[src/rtl/srx_pkg.sv]
package srx_pkg;
  typedef struct packed {
    logic useMaster;   // select raw data line (master) or synchronized line (slave)
    logic sampleBit;   // shift in one bit this cycle
    logic storeFrame;  // copy the completed frame into the data register
  } srxStrobes_t;

  localparam logic [1:0] ADDR_CTRL = 2'd0;
  localparam logic [1:0] ADDR_STAT = 2'd1;
  localparam logic [1:0] ADDR_DATA = 2'd2;
endpackage

[src/rtl/srx_control.sv]
module srx_control #(
  parameter int DATA_W   = 8,
  parameter int HALF_DIV = 4
) (
  input  logic                    clk,
  input  logic                    rstN,
  input  logic                    serClkIn,
  input  logic                    regWrEn,
  input  logic                    regRdEn,
  input  logic [1:0]              regAddr,
  input  logic [7:0]              regWrData,
  output logic                    serClkOut,
  output srx_pkg::srxStrobes_t    strobes,
  output logic [3:0]              ctrlBits,
  output logic                    fullFlag,
  output logic                    ovrFlag,
  output logic [$clog2(DATA_W)-1:0] bitCnt,
  output logic                    rxIrq,
  output logic                    errIrq
);
  import srx_pkg::*;
  localparam int CNT_W = $clog2(DATA_W);
  localparam int DIV_W = $clog2(HALF_DIV) + 1;
  localparam logic [CNT_W-1:0] LAST_BIT = CNT_W'(DATA_W - 1);
  localparam logic [DIV_W-1:0] DIV_END  = DIV_W'(HALF_DIV - 1);

  logic rxEn, rxIrqEn, errIrqEn, masterSel;
  logic active;
  logic [DIV_W-1:0] divCnt;
  logic clkReg;
  logic [2:0] clkSync;
  logic masterRise, slaveRise, sampleNow, lastBit, overrunHit, storeNow;

  assign rxEn      = ctrlBits[0];
  assign rxIrqEn   = ctrlBits[1];
  assign errIrqEn  = ctrlBits[2];
  assign masterSel = ctrlBits[3];
  assign active    = rxEn && !ovrFlag;

  // master transfer clock divider
  always_ff @(posedge clk) begin
    if (!rstN) begin
      divCnt <= '0;
      clkReg <= 1'b0;
    end else if (!active || !masterSel) begin
      divCnt <= '0;
      clkReg <= 1'b0;
    end else if (divCnt == DIV_END) begin
      divCnt <= '0;
      clkReg <= ~clkReg;
    end else begin
      divCnt <= divCnt + 1'b1;
    end
  end

  // slave clock synchronizer plus edge-detect stage
  always_ff @(posedge clk) begin
    if (!rstN) clkSync <= '0;
    else       clkSync <= {clkSync[1:0], serClkIn};
  end

  assign masterRise = active && masterSel && (divCnt == DIV_END) && !clkReg;
  assign slaveRise  = active && !masterSel && clkSync[1] && !clkSync[2];
  assign sampleNow  = masterRise || slaveRise;
  assign lastBit    = (bitCnt == LAST_BIT);
  assign storeNow   = sampleNow && lastBit && !fullFlag;
  assign overrunHit = sampleNow && lastBit && fullFlag;

  always_ff @(posedge clk) begin
    if (!rstN)          bitCnt <= '0;
    else if (!rxEn)     bitCnt <= '0;
    else if (sampleNow) bitCnt <= lastBit ? '0 : bitCnt + 1'b1;
  end

  always_ff @(posedge clk) begin
    if (!rstN) begin
      ctrlBits <= '0;
      fullFlag <= 1'b0;
      ovrFlag  <= 1'b0;
    end else begin
      if (regWrEn && regAddr == ADDR_CTRL) ctrlBits <= regWrData[3:0];
      if (storeNow)                             fullFlag <= 1'b1;
      else if (regRdEn && regAddr == ADDR_DATA) fullFlag <= 1'b0;
      if (overrunHit)                                       ovrFlag <= 1'b1;
      else if (regWrEn && regAddr == ADDR_STAT && !regWrData[1]) ovrFlag <= 1'b0;
    end
  end

  assign strobes.useMaster  = masterSel;
  assign strobes.sampleBit  = sampleNow;
  assign strobes.storeFrame = storeNow;
  assign serClkOut = clkReg;
  assign rxIrq     = fullFlag && rxIrqEn;
  assign errIrq    = ovrFlag && errIrqEn;
endmodule

[src/rtl/srx_datapath.sv]
module srx_datapath #(
  parameter int DATA_W = 8
) (
  input  logic                 clk,
  input  logic                 rstN,
  input  logic                 serDataIn,
  input  srx_pkg::srxStrobes_t strobes,
  input  logic [1:0]           regAddr,
  input  logic [3:0]           ctrlBits,
  input  logic                 fullFlag,
  input  logic                 ovrFlag,
  output logic [DATA_W-1:0]    dataReg,
  output logic [7:0]           regRdData
);
  import srx_pkg::*;
  logic [1:0] dataSync;
  logic [DATA_W-1:0] shiftReg;
  logic bitIn;

  always_ff @(posedge clk) begin
    if (!rstN) dataSync <= '0;
    else       dataSync <= {dataSync[0], serDataIn};
  end

  assign bitIn = strobes.useMaster ? serDataIn : dataSync[1];

  // first bit ends in bit 0: shift in from the top
  always_ff @(posedge clk) begin
    if (!rstN) begin
      shiftReg <= '0;
      dataReg  <= '0;
    end else begin
      if (strobes.sampleBit)  shiftReg <= {bitIn, shiftReg[DATA_W-1:1]};
      if (strobes.storeFrame) dataReg  <= {bitIn, shiftReg[DATA_W-1:1]};
    end
  end

  always_comb begin
    regRdData = '0;
    case (regAddr)
      ADDR_CTRL: regRdData = {4'b0, ctrlBits};
      ADDR_STAT: regRdData = {6'b0, ovrFlag, fullFlag};
      ADDR_DATA: regRdData = 8'(dataReg);
      default:   regRdData = '0;
    endcase
  end
endmodule

[src/rtl/syncRxUnit.sv]
module syncRxUnit #(
  parameter int DATA_W   = 8,
  parameter int HALF_DIV = 4
) (
  input  logic       clk,
  input  logic       rstN,
  input  logic       serClkIn,
  input  logic       serDataIn,
  output logic       serClkOut,
  input  logic       regWrEn,
  input  logic       regRdEn,
  input  logic [1:0] regAddr,
  input  logic [7:0] regWrData,
  output logic [7:0] regRdData,
  output logic       rxIrq,
  output logic       errIrq
);
  srx_pkg::srxStrobes_t strobes;
  logic [3:0] ctrlBits;
  logic fullFlag, ovrFlag;
  logic [$clog2(DATA_W)-1:0] bitCnt;
  logic [DATA_W-1:0] dataReg;

  srx_control #(.DATA_W(DATA_W), .HALF_DIV(HALF_DIV)) u_ctrl (
    .clk(clk), .rstN(rstN), .serClkIn(serClkIn), .regWrEn(regWrEn),
    .regRdEn(regRdEn), .regAddr(regAddr), .regWrData(regWrData),
    .serClkOut(serClkOut), .strobes(strobes), .ctrlBits(ctrlBits),
    .fullFlag(fullFlag), .ovrFlag(ovrFlag), .bitCnt(bitCnt),
    .rxIrq(rxIrq), .errIrq(errIrq));

  srx_datapath #(.DATA_W(DATA_W)) u_dp (
    .clk(clk), .rstN(rstN), .serDataIn(serDataIn), .strobes(strobes),
    .regAddr(regAddr), .ctrlBits(ctrlBits), .fullFlag(fullFlag),
    .ovrFlag(ovrFlag), .dataReg(dataReg), .regRdData(regRdData));
endmodule

[config.mk]
export PLATFORM = sky130hd
export DESIGN_NAME = syncRxUnit
export DESIGN_NICKNAME = d
export VERILOG_FILES = /design/src/rtl/srx_pkg.sv /design/src/rtl/srx_control.sv /design/src/rtl/srx_datapath.sv /design/src/rtl/syncRxUnit.sv
export SDC_FILE = /design/constraint.sdc
export NUM_CORES = 1
export LEC_CHECK = 0
export ABC_AREA = 1
export BUFFER_PORTS_ARGS = -buffer_cell sky130_fd_sc_hd__buf_2
export CAP_MARGIN = 10
export CORE_UTILIZATION = 58
export CTS_CLUSTER_SIZE = 8
export DETAILED_ROUTE_END_ITERATION = 16
export GPL_ROUTABILITY_DRIVEN = 1
export PLACE_DENSITY_LB_ADDON = 0.3
export SYNTH_ARGS = -nofsm -noshare
export SYNTH_HDL_FRONTEND = slang
export SYNTH_HIERARCHICAL = 1
export SYNTH_SLANG_ARGS = --single-unit
[constraint.sdc]
create_clock -name clk -period 2.4 [get_ports clk]
set_input_delay 0.48 -clock clk [delete_from_list [all_inputs] [get_ports clk]]
set_output_delay 0.48 -clock clk [all_outputs]
set_load 0.02 [all_outputs]
# --- After elaboration in Yosys (flattened, before gate mapping) ---
# Cells that the tools add are included.
word_totals:
  register_bits: 34
  in_bits: 16
  output_inout_bits: 11
  elab_cells: 56
classes:
  n_addsub: 2
  n_eq_ne: 4
  mux: 7
  bitwise: 2
  reduce_logical: 31
ops:
  columns: ["op", "n"]
  rows:
  - ["$pmux 8 s3", 1]
  - ["$logic_and 1x1->1", 16]
  - ["$logic_not 1->1", 7]
  - ["$add 3x1->3 const B", 2]
  - ["$mux 1", 5]
  - ["$reduce_bool 2->1", 2]
  - ["$eq 3x2->1 const B", 1]
  - ["$eq 3x3->1 const B", 1]
  - ["$mux 3", 1]
  - ["$reduce_or 3->1", 1]
  - ["$eq 2x1->1 const B", 1]
  - ["$eq 2x2->1 const B", 1]
  - ["$logic_not 2->1", 1]
  - ["$logic_or 1x1->1", 2]
  - ["$not 1->1", 2]
  - ["$reduce_and 2->1", 1]
  - ["$reduce_or 2->1", 1]

# --- Logic depth before layout (Yosys ltp) ---
# Gate-level depths: netlist of run 1.
logic_depth:
  ltp_word: 9
  mapped_depth: 12
  depth_no_buf: 10

# --- Cells and area by module ---
# The synthesis of run 1 kept the hierarchy.
by_module_without_submodules:
  columns: ["mod", "n_inst", "cells_per_inst", "area_per_inst_um2", "seq_area_each_um2"]
  rows:
  - ["srx_control", 1, 95, 743.2, 320.3]
  - ["srx_datapath", 1, 104, 709.4, 340.3]

# --- Worst setup path after synthesis of run 1 ---
# Ideal clock, no wire load.
synth_timing:
  path_type: "flip-flop to flip-flop"
  from: "register u_ctrl.divCnt[0]"
  to: "register u_dp.dataReg[7]"
  setup_ns: 0.109
  arrival_ns: 1.463
  required_time_ns: 2.291
  setup_slack_ns: 0.828
  path_stages_with_launch: 13
  path_buffers: 2
  synth_period_minus_slack_ns: 1.572
  path_cell_list: "dfxtp_1 -> ha_1 -> ha_1 -> nand3_1 -> nand2_2 -> nand4_1 -> inv_1 -> buf_4 -> buf_2 -> nor2_1 -> nor2_1 -> nand2_1 -> inv_1"
synth_via:
  elab_chain_len: 6
synth_lines:
  columns: ["element", "line_no", "rtl"]
  rows:
  - ["start: declaration", "srx_control.sv:29", "logic [DIV_W-1:0] divCnt;"]
  - ["start signal: assignment", "srx_control.sv:52", "divCnt <= divCnt + 1'b1;"]
  - ["$eq 3x2->1", "srx_control.sv:62", "assign masterRise = active && masterSel && (divCnt == DIV_END) && !clkReg;"]
  - ["$logic_and 1x1->1 (2 in a row)", "srx_control.sv:62", null]
  - ["$logic_or 1x1->1", "srx_control.sv:64", "assign sampleNow = masterRise || slaveRise;"]
  - ["$logic_and 1x1->1 (2 in a row)", "srx_control.sv:66", "assign storeNow = sampleNow && lastBit && !fullFlag;"]
  - ["named net u_ctrl.storeNow", "srx_control.sv:32", "logic masterRise, slaveRise, sampleNow, lastBit, overrunHit, storeNow;"]
  - ["end signal: assignment", "srx_datapath.sv:34", "if (strobes.storeFrame) dataReg <= {bitIn, shiftReg[DATA_W-1:1]};"]
  - ["end: declaration", "srx_datapath.sv:12", "output logic [DATA_W-1:0] dataReg,"]
# The timed path passes the listed nets, and every way through them passes these cells.
# A chain may end at the register's enable or synchronous reset.

==> reports/metrics.yaml, run 1 <==
worstMarginPinSlew_ns: 0.400
status: "finished, final reports clean"
cts_hold_buf: 0
ir_drop_uv: 751
ys_ff_latch: 33
power_mw: 1.05
pwr-share-seq_pct: 53.7
holdCritStartpoint: "serClkIn"
setup_viol: 0
drt.antenna.violating_nets: 0
startpoint_type: "register"
cp_slowest_cell: "dfxtp_1"
report.final.hold_viol_count: 0
grt_start_max_net_pins: 28
post_cts_resized: 0
grt_setup_unrepaired: "false"
gp_congestion: 0.785
yosysTopAreaCellShare_pct: 45.5
die_area_mm2: 0.00271
period_share_pct: 71.4
switching_share_pct: 21.3
core_mm2: 0.00228
cts.htree.levels: 2
crit_required_ns: 2.63
max_freq_mhz: 583
syn_inst: 199
clock_path_buffers: 2
drt_iter0_markers: 34
dp_hpwl_um: 1920
cts.sinks: 33
drc: 0
vias: 1219
pwr-share-clk_pct: 41.2
final_common_cell: "nor2_1"
drv_slew: 0
vias_per_cell: 4.86
hold_class: "in -> reg"
portBuffers: 22
p_int_mw: 0.823
start_util_pct: 63.8
syn_to_final_growth_pct: 12.8
track_usage_pct: 24.4
nFillCells: 200
avgSynthCellArea_um2: 7.30
combPwrFrac_pct: 5.0
gr-total-overflow: 0
critPathCaptureType: "register"
worst-setup-path-type: "reg -> reg"
die_x_um: 52.0
ctsRootBufferMaster: "clkbuf_4"
clk_pin_slew_worst_paths_ns: 0.10
path_cells: "ha_1 -> ha_1 -> nand3_1 -> nand2_2 -> nand4_1 -> inv_1 -> inv_2 -> nor2_1 -> nor2_1"
wl_per_cell_um: 10.7
antenna_found_initial: 0
ys_seq_area_share_pct: 45.5
layout-drive-gt1-share_pct: 19.3
drv_cap: 0
p_leak_nw: 0.880
post-route-min-period_ns: 1.71
synth_area_leader_cell: "dfxtp_1"
relSlewSlack_pct: 73.4
cts_tree: "done"
p_sw_mw: 0.223
io_pins: 27
crit_arrival_ns: 1.95
critPathLaunch: "u_ctrl/divCnt[0]"
synth_area_mm2: 0.00145
dr.pass1.iters: 4
crit_fanout: 10
slowest_delay_ns: 0.34
power.density_mw_per_mm2: 638
final_util_pct: 72.0
grt_pass1_wl_um: 4700
die_h_um: 52.0
ys_warn_count: 6
seqCellArea_um2: 661
final.setup.tns_ns: 0
fin_worst_skew_ns: 0.00531
final_nets: 242
synth_nets: 219
rows: 17
multi_input_area_um2: 604
cts_setup_buffers: 0
synth_area_leaders: "dfxtp_1 (45%), nor2_1 (12%), inv_1 (8.3%)"
numCtsBuffers: 5
final_cell_mix: "nor2_1 (46), dfxtp_1 (33), inv_1 (32)"
regToRegStartpoint: "u_ctrl/divCnt[0]"
wl_um: 2680
insertion_delay_ns: 0.33
antenna_cells: 0
grt_pass1_vias: 1128
synthDistinctLibCells: 22
[through the flow]
step / instances / setup slack (ns) / instance area [um2] / hold slack, ns
6_report: 251 / 0.686 / 1640 / 0.339
5_1_grt: 251 / 0.524 / 1640 / 0.338
4_1_cts: 251 / 0.691 / 1640 / 0.324
3_5_place_dp: 243 / 0.713 / 1550 / 0.402
3_3_place_gp: 243 / 0.766 / 1550 / 0.393
2_1_floorplan: 199 / 0.828 / 1450 / 0.390
[synth_stat cells, drive strengths merged]
cell type and instances:
dfxtp 33, nor2 52, ha 4, nand3 11, inv 36, buf 6
clkinv 1, xor2 1, nand2 27, a21oi 4, nand4 4, o21ai 20
[layout make-up]
| class | instances | area share (%) |
|---|---|---|
| Clock buffer | 7 | 3.36 |
| Clock inverter | 1 | 1.83 |
| Inverter | 37 | 8.78 |
| Multi-Input combinational cell | 123 | 36.9 |
| Sequential cell | 33 | 40.3 |
| Tap cell | 28 | 2.14 |
| Timing Repair Buffer | 22 | 6.72 |
[per-layer routing]
layer | global-route usage [%] | vias to the layer above | share of wire, %
met3 | 9.06 | 6 | 7.2
met2 | 37.6 | 33 | 44
li1 | - | 654 | -
met4 | 8.11 | 0 | 1.4
met5 | 0 | - | 0
met1 | 31.1 | 526 | 47
[worst paths after layout]
kind              depth (start not counted)                end  slack [ns]
setup reg to reg                          9    u_dp/dataReg[6]        0.69
setup / recovery                          9    u_dp/dataReg[6]        0.69
hold / removal                            3  u_ctrl/clkSync[0]        0.34
hold reg to reg                           2  u_ctrl/clkSync[1]        0.42
[logic make-up (layout without fill, tap and decap cells)]
group	after synthesis	after routing	share of synthesized area, %
compound gates	24	24	8.27
xor+xnor	1	1	0.603
fa+ha+maj	4	4	3.45
buf+inv	43	67	12.9
flops	33	33	45.5
simple gates	94	94	29.3
[critical path, delay by kind of cell, from the launching register on]
| kind | cells | cell delay [ns] |
|---|---|---|
| adders and majority gates | 2 | 0.36 |
| and+or+nand+nor | 5 | 0.53 |
| buffers and inverters | 2 | 0.38 |
| DFF | 1 | 0.34 |
[power groups by stage]
| stage | Combinational (mW) | Clock [mW] | Sequential [mW] |
|---|---|---|---|
| after detailed placement | 0.0520 | 0 | 0.575 |
| after global routing | 0.0598 | 0.465 | 0.564 |
| final | 0.0526 | 0.432 | 0.562 |
| after global placement | 0.0498 | 0 | 0.575 |
| after floorplan | 0.0363 | 0 | 0.573 |
| after CTS | 0.0523 | 0.443 | 0.562 |
[state kept, by name, summed over array words and instances, names as in the netlist]
name,flops
u_dp/dataReg,8
u_ctrl/ctrlBits,4
u_dp/shiftReg,7
u_ctrl/clkSync,3
u_ctrl/serClkOut,1
u_ctrl/ovrFlag,1
u_ctrl/divCnt,3
u_dp/dataSync,2
u_ctrl/bitCnt,3
u_ctrl/fullFlag,1
Note: power is estimated with default switching activity, not from simulation.
==> run 2: changes to the inputs <==
--- a/config.mk
+++ b/config.mk
@@ -8,7 +8,7 @@
 export ABC_AREA = 1
 export BUFFER_PORTS_ARGS = -buffer_cell sky130_fd_sc_hd__buf_2
 export CAP_MARGIN = 10
-export CORE_UTILIZATION = 58
+export CORE_UTILIZATION = 48
 export CTS_CLUSTER_SIZE = 8
 export DETAILED_ROUTE_END_ITERATION = 16
 export GPL_ROUTABILITY_DRIVEN = 1
==> constraint.sdc (replaced) <==
create_clock -name clk -period 1.41 [get_ports clk]
set_input_delay 0.282 -clock clk [delete_from_list [all_inputs] [get_ports clk]]
set_output_delay 0.282 -clock clk [all_outputs]
set_load 0.02 [all_outputs]
==> run 2 against run 1 <==
  * The run now ends with DRC, setup timing left
  * Combinational power up 100%
  * Global-route usage down 5.9 points
  * Sequential power up 69%
  * Final cell count up 5.2%
  * Die area up 20%
  * First-iteration DRC count up 56%
  * Sequential share of layout area down 2.6 points
  * Critical endpoint is now u_dp/dataReg[1]
==> reports/metrics.yaml, run 2 (synthesis gave the netlist of run 1 again) <==
status: "finished with violations"
violations: "DRC, setup timing"
drv_cap: 0
fin_worst_skew_ns: 0.00720
gr-total-overflow: 0
antenna_found_initial: 0
core_mm2: 0.00281
regToRegStartpoint: "u_ctrl/divCnt[0]"
worstMarginPinSlew_ns: 0.424
grt_start_max_net_pins: 28
final.setup.tns_ns: -0.140
holdCritStartpoint: "serClkIn"
insertion_delay_ns: 0.33
die_h_um: 57.0
start_util_pct: 51.8
die_x_um: 57.0
clk_pin_slew_worst_paths_ns: 0.10
fin_hold_ws_ns: 0.133
layout-drive-gt1-share_pct: 30.9
cts.htree.levels: 2
wl_um: 2600
antenna_cells: 0
cpMostUsedCell: "ha_4"
drt_iter0_markers: 53
gp_congestion: 0.765
slowest_delay_ns: 0.36
power.density_mw_per_mm2: 876
ctsRootBufferMaster: "clkbuf_4"
crit_fanout: 10
vias: 1254
setup_viol: 8
wl_per_cell_um: 9.84
grt_setup_unrepaired: "true"
portBuffers: 22
rrSetupSlack_ns: -0.03
drc: 2
max_flop_register: "u_dp/dataReg"
reg.largest.list: "u_dp/dataReg x8, u_dp/shiftReg x7, u_ctrl/ctrlBits x4"
io_pins: 27
critPathCaptureType: "register"
clock_path_buffers: 2
p_leak_nw: 0.931
report.final.hold_viol_count: 0
r2r_end: "u_dp/dataReg[1]"
path_cells: "ha_4 -> ha_4 -> nand3_2 -> nand2_2 -> nand4_1 -> inv_2 -> buf_12 -> inv_4 -> nor2_2 -> nor2_1"
cp_slowest_cell: "dfxtp_2"
die_area_mm2: 0.00325
max_freq_mhz: 696
cts_tree: "done"
stdcell_area_mm2: 0.00178
post-route-min-period_ns: 1.44
crit_required_ns: 1.65
whs_path_depth: 3
grt_pass1_wl_um: 4600
rows: 19
critPathLaunch: "u_ctrl/divCnt[0]"
min_to: "u_ctrl/clkSync[0]"
grt_pass1_vias: 1113
largest_reg_flops: 8
final_nets: 252
reg2regPathDepth: 10
syn_to_final_growth_pct: 22.8
cts.sinks: 33
period_share_pct: 102
cts_hold_buf: 0
vias_per_cell: 4.75
startpoint_type: "register"
dr.pass1.iters: 10
place_area_mm2: 0.00167
drv_slew: 0
dp_hpwl_um: 1900
numCtsBuffers: 5
track_usage_pct: 18.4
worst_slack_ns: -0.0261
worst-setup-path-type: "reg -> reg"
crit_arrival_ns: 1.67
place_ws_ns: -0.00165
relSlewSlack_pct: 71.8
final_cell_mix: "nor2_1 (38), inv_1 (31), dfxtp_1 (27)"
hold_class: "in -> reg"
ir_drop_uv: 754
power_mw: 1.56
drt.antenna.violating_nets: 0
final_common_cell: "nor2_1"
run 2: repair_timing:
item	CTS	global route
setup endpoints to repair	9	18
pin swaps	1	2
setup buffers	0	2
resized for setup	4	19
run 2: worst max path at each step:
stage               cells past startpoint               to  slack [ns]
finish                                 10  u_dp/dataReg[1]       -0.03
global route                           11  u_dp/dataReg[7]       -0.11
detailed placement                     10  u_dp/dataReg[1]      -0.002
floorplan                              12  u_dp/dataReg[7]       -0.01
CTS                                    10  u_dp/dataReg[1]       0.005
global placement                       10  u_dp/dataReg[1]        0.01
run 2: final cells by class:
class	count	area [um2]
Clock inverter	2	10.0
Clock buffer	6	41.3
Inverter	37	151
Timing Repair Buffer	32	210
Sequential cell	33	673
Tap cell	31	38.8
Multi-Input combinational cell	123	659
Fill cell	273	1020
run 2: power by group:
part / leakage, nW / total [mW] / internal (mW) / switching [mW]
sequential: 0.271 / 0.952 / 0.944 / 0.00829
combinational: 0.628 / 0.106 / 0.0436 / 0.0621
clock: 0.0320 / 0.505 / 0.190 / 0.315
total: 0.931 / 1.56 / 1.18 / 0.386
run 2: stage by stage:
stage,util [%],instances
global route,63.6,264
global placement,59.4,254
CTS,61.4,262
detailed placement,59.4,254
floorplan,-,199
finish,63.6,264
run 2: layer usage:
metal | share of wire [%] | track usage (%) | wire, um
met2 | 48 | 28.1 | 1250
met5 | 0 | 0 | 0
met3 | 5.7 | 4.99 | 149
met4 | 0.81 | 11.1 | 21
met1 | 45 | 23.4 | 1180
run 2: critical path: cells and delay by family, from the launching register on:
| family | cells | cell delay [ns] |
|---|---|---|
| flops | 1 | 0.36 |
| simple gates | 5 | 0.41 |
| fa+ha+maj | 2 | 0.27 |
| buf+inv | 3 | 0.31 |
